### config.mk
export PLATFORM = sky130hd
export DESIGN_NAME = csel_region
export DESIGN_NICKNAME = d
export VERILOG_FILES = /design/src/rtl/csel_pkg.sv /design/src/rtl/csel_cfg.sv /design/src/rtl/csel_match.sv /design/src/rtl/csel_cycle.sv /design/src/rtl/csel_region.sv
export SDC_FILE = /design/constraint.sdc
export NUM_CORES = 1
export LEC_CHECK = 0
export ABC_AREA = 1
export BUFFER_PORTS_ARGS = -buffer_cell sky130_fd_sc_hd__buf_2
export CORE_MARGIN = 1.5
export CORE_UTILIZATION = 45
export CTS_CLUSTER_DIAMETER = 120
export DETAILED_ROUTE_END_ITERATION = 16
export GPL_ROUTABILITY_DRIVEN = 0
export PLACE_DENSITY = 0.82
export REMOVE_ABC_BUFFERS = 1
export SETUP_SLACK_MARGIN = 0.05
export SLEW_MARGIN = 40
export SYNTH_ARGS = -nofsm -noshare
export SYNTH_HDL_FRONTEND = slang
export SYNTH_SLANG_ARGS = --single-unit
export TNS_END_PERCENT = 5
### constraint.sdc
create_clock -name clk -period 1.3 [get_ports clk]
set_input_delay 0.325 -clock clk [delete_from_list [all_inputs] [get_ports clk]]
set_output_delay 0.325 -clock clk [all_outputs]
set_load 0.005 [all_outputs]
### src/rtl/csel_pkg.sv
package csel_pkg;

    parameter int ADDR_W  = 15;
    parameter int FIELD_W = 4;

    typedef logic [ADDR_W-1:0]  addr_t;
    typedef logic [FIELD_W-1:0] field_t;

    // Wait code that hands the acknowledge to the addressed device
    localparam field_t WAIT_EXTERNAL = '1;

    typedef struct packed {
        addr_t  base;
        field_t span;
        field_t wstates;
    } cfg_t;

    localparam cfg_t CFG_RESET = '{base: '0, span: '0, wstates: WAIT_EXTERNAL};

    // Mask of compared bits: the top `span` positions are set
    function automatic addr_t span_mask(input field_t span);
        addr_t m;
        for (int i = 0; i < ADDR_W; i++) begin
            m[i] = ((ADDR_W - 1 - i) < int'(span));
        end
        return m;
    endfunction

endpackage

### src/rtl/csel_cfg.sv
module csel_cfg
    import csel_pkg::*;
(
    input  logic   clk,
    input  logic   rst,
    input  logic   we,
    input  cfg_t   wr_data,
    output cfg_t   cfg
);

    always_ff @(posedge clk) begin
        if (rst) begin
            cfg <= CFG_RESET;
        end else if (we) begin
            cfg <= wr_data;
        end
    end

endmodule

### src/rtl/csel_match.sv
module csel_match
    import csel_pkg::*;
(
    input  addr_t  addr,
    input  addr_t  base,
    input  field_t span,
    output logic   hit
);

    addr_t mask;
    addr_t diff;
    logic  care_ok;
    logic  dont_care_ok;

    always_comb begin
        mask         = span_mask(span);
        diff         = addr ^ base;
        care_ok      = ~|(diff & mask);
        dont_care_ok = ~|(base & ~mask);
        hit          = care_ok & dont_care_ok;
    end

endmodule

### src/rtl/csel_cycle.sv
module csel_cycle
    import csel_pkg::*;
(
    input  logic   clk,
    input  logic   rst,
    input  logic   as_n,
    input  logic   rw,
    input  logic   hit,
    input  field_t wstates,
    output logic   sel,
    output logic   ack
);

    typedef struct packed {
        logic   active;
        logic   rw_q;
        field_t cnt;
    } cyc_t;

    cyc_t st;
    logic auto_en;
    logic dir_flip;

    assign auto_en  = (wstates != WAIT_EXTERNAL);
    assign dir_flip = (rw != st.rw_q);

    always_ff @(posedge clk) begin
        if (rst) begin
            st <= '{active: 1'b0, rw_q: 1'b1, cnt: '0};
        end else begin
            st.rw_q <= rw;
            if (as_n) begin
                st.active <= 1'b0;
                st.cnt    <= '0;
            end else if (!st.active) begin
                st.active <= hit;
                st.cnt    <= '0;
            end else if (dir_flip) begin
                st.cnt    <= '0;
            end else if (st.cnt != wstates) begin
                st.cnt    <= st.cnt + 1'b1;
            end
        end
    end

    always_comb begin
        sel = st.active & ~as_n;
        ack = sel & auto_en & (st.cnt == wstates) & ~dir_flip;
    end

endmodule

### src/rtl/csel_region.sv
module csel_region
    import csel_pkg::*;
(
    input  logic              clk,
    input  logic              rst,
    input  logic [ADDR_W-1:0] addr_hi,
    input  logic              as_n,
    input  logic              rw,
    input  logic              cfg_we,
    input  logic [ADDR_W-1:0] cfg_base,
    input  logic [FIELD_W-1:0] cfg_span,
    input  logic [FIELD_W-1:0] cfg_wait,
    output logic              cs_n,
    output logic              ack_n
);

    cfg_t   cfg_in;
    cfg_t   cfg_q;
    logic   hit;
    logic   sel;
    logic   ack;
    field_t ws_cur;

    assign cfg_in = '{base: cfg_base, span: cfg_span, wstates: cfg_wait};
    assign ws_cur = cfg_q.wstates;

    csel_cfg u_cfg (
        .clk     (clk),
        .rst     (rst),
        .we      (cfg_we),
        .wr_data (cfg_in),
        .cfg     (cfg_q)
    );

    csel_match u_match (
        .addr (addr_hi),
        .base (cfg_q.base),
        .span (cfg_q.span),
        .hit  (hit)
    );

    csel_cycle u_cycle (
        .clk     (clk),
        .rst     (rst),
        .as_n    (as_n),
        .rw      (rw),
        .hit     (hit),
        .wstates (cfg_q.wstates),
        .sel     (sel),
        .ack     (ack)
    );

    assign cs_n  = ~sel;
    assign ack_n = ~ack;

endmodule

==> results.json <==
{
  "drv_slew": 0,
  "hpwl_microns": 2806,
  "port_buffers": 44,
  "antenna_cells": 0,
  "setup_violations": 2,
  "fin_total_pwr_mw": 1.907,
  "worstHoldPathType": "input port to flop",
  "final_cells": 366,
  "vias": 1748,
  "first_global_vias": 1600,
  "yosys.cell_count.top_type": "nand2_1",
  "synth_top_cell_by_area": "dfxtp_1",
  "drt_first_iter_violations": 74,
  "die_area_sq_um": 3978,
  "maxCapViolations": 0,
  "area_delta_synth_final_pct": 27.43,
  "utilization": 0.6106,
  "first_pass_iters": 4,
  "post-place-ws_ps": -46.92,
  "ys_top_cells_by_count": "nand2_1 (78), nor2_1 (54), dfxtp_1 (29)",
  "die_x_microns": 63.08,
  "min_period_over_period": 1.222,
  "tns_ps": -353.2,
  "synth_cells": 259,
  "powerDensity_nw_per_um2": 921.4,
  "fin_ws_ps": -288.7,
  "clock.fmax_mhz": 629.4,
  "start_kind": "flop",
  "via_per_inst": 4.776,
  "endpoint_kind": "primary output",
  "rows": 21,
  "crit_fanout": 2,
  "synthArstFlopShare": 0,
  "drt_wl_total_microns": 3738,
  "hold_viol": 0,
  "synth-edff-count": 0,
  "critical_path_class": "flop to primary output",
  "skew_ps": 9.752,
  "drive_gt1_frac": 0.2688,
  "htreeDepth": 2,
  "drc": 0,
  "syn-cell-area_sq_um": 1624,
  "cts_max_path_buffers": 2,
  "synth_top_area_frac": 0.3575,
  "yosysUniqueCellTypes": 24,
  "routedWlPerCell_microns": 10.21,
  "placed_area_sq_um": 1977,
  "outcome": "finished, violations left",
  "rsz0062_at_grt": "yes",
  "cts-buffers-inserted": 5,
  "hold_buffers": 0,
  "syn_area_per_cell_sq_um": 6.270,
  "cts_sinks": 29,
  "track_usage": 0.2107,
  "die_h_microns": 63.08,
  "clkLatencyLatePin_ps": 330,
  "yosysSeqAreaShare": 0.3575,
  "final_area_sq_um": 2069,
  "gr-total-overflow": 0,
  "synth_flop_cell": "dfxtp_1",
  "antenna_left": 0,
  "worst_ir_drop_vdd_v": 0.0005319,
  "failed_checks": "negative setup slack",
  "core_region_area_sq_um": 3390,
  "required_ps": 980,
  "initial_core_util": 0.4791,
  "nNetsFinal": 363,
  "cts.reportedPaths.clkPinSlew_ps": 100,
  "grt_max_degree": 21,
  "dpl.cell_count": 355,
  "antenna_found_initial": 0,
  "yosys_warnings": 0,
  "synth.area.top_cells": "dfxtp_1 (36%), nand2_1 (18%), nor2_1 (12%)",
  "synth-seq-cells": 29,
  "grt_pass1_wl_microns": 6624,
  "cts-root-buf": "clkbuf_4",
  "leakage_nw": 1.078,
  "cp.arrival_ps": 1260,
  "tightest_slew_ps": 305.4,
  "cts_tree": "built",
  "holdWs_ps": 188.4,
  "slew_headroom": 0.7962,
  "ios": 45,
  "period_needed_ps": 1589,
  "fill_cells": 330
}
[power breakdown]
group	switching, mW	internal, mW
combinational	0.204	0.179
clock	0.318	0.215
sequential	0.0498	0.942
[cells in the final DEF (no fill, tap or decap), drive strengths merged]
master / n
or2: 5
clkinv: 1
clkbuf: 8
inv: 16
buf: 60
o21ai: 23
nor2: 56
nand4: 1
a21oi: 11
nand2: 80
nor3: 1
xor2: 12
ha: 1
dfxtp: 29
nand3: 16
[flip-flops by register name, summed over array words and instances (netlist names)]
name / cells
u_cfg.cfg: 23
u_cycle.st: 6
[cell families after synthesis]
group / after synthesis / share of synthesized area
compound gates: 34 / 0.1071
xor+xnor: 12 / 0.06471
fa+ha+maj: 1 / 0.007703
buf+inv: 24 / 0.06085
flops: 29 / 0.3575
simple gates: 159 / 0.4022
[final timing paths]
kind                                   start                          to  slack, ps  cells after the start
setup / recovery  u_cycle.st[0]$_SDFFE_PP0P_                       ack_n       -290                      6
hold / removal                            rw    u_cycle.st[4]$_SDFF_PP1_        190                      3
setup reg to reg   u_cfg.cfg[7]$_SDFFE_PP0P_    u_cycle.st[5]$_SDFF_PP0_        -60                     10
hold reg to reg   u_cycle.st[3]$_SDFFE_PP0P_  u_cycle.st[3]$_SDFFE_PP0P_        480                      2
[final cells by class]
class | instances | area [sq um] | share of cell area
sequential | 29 | 590.6 | 0.2854
tap | 46 | 57.56 | 0.02781
inverter | 17 | 63.81 | 0.03083
clock buffer | 8 | 48.80 | 0.02358
multi-input combinational | 206 | 955.9 | 0.4619
timing repair buffer | 60 | 352.8 | 0.1705
[what timing repair did]
| item | CTS | global route |
|---|---|---|
| gates resized for setup | 7 | 6 |
| setup buffers | 3 | 0 |
| pin swaps | 4 | 2 |
| endpoints found under the setup margin | 3 | 7 |
[critical path, stage by stage (launching register included)]
cell and delay, ps:
dfxtp_2 340, xor2_1 150, nor2_1 140, nand2_2 80
inv_2 60, nand3_2 50, buf_2 120
[per-layer routing]
layer / global-route usage / part of all wire / routed length, microns
met1: 0.2533 / 0.47 / 1762
met2: 0.3604 / 0.47 / 1773
met3: 0.05536 / 0.035 / 129
met4: 0.07500 / 0.020 / 73
met5: 0 / 0 / 0
(Power assumes the default switching activity.)
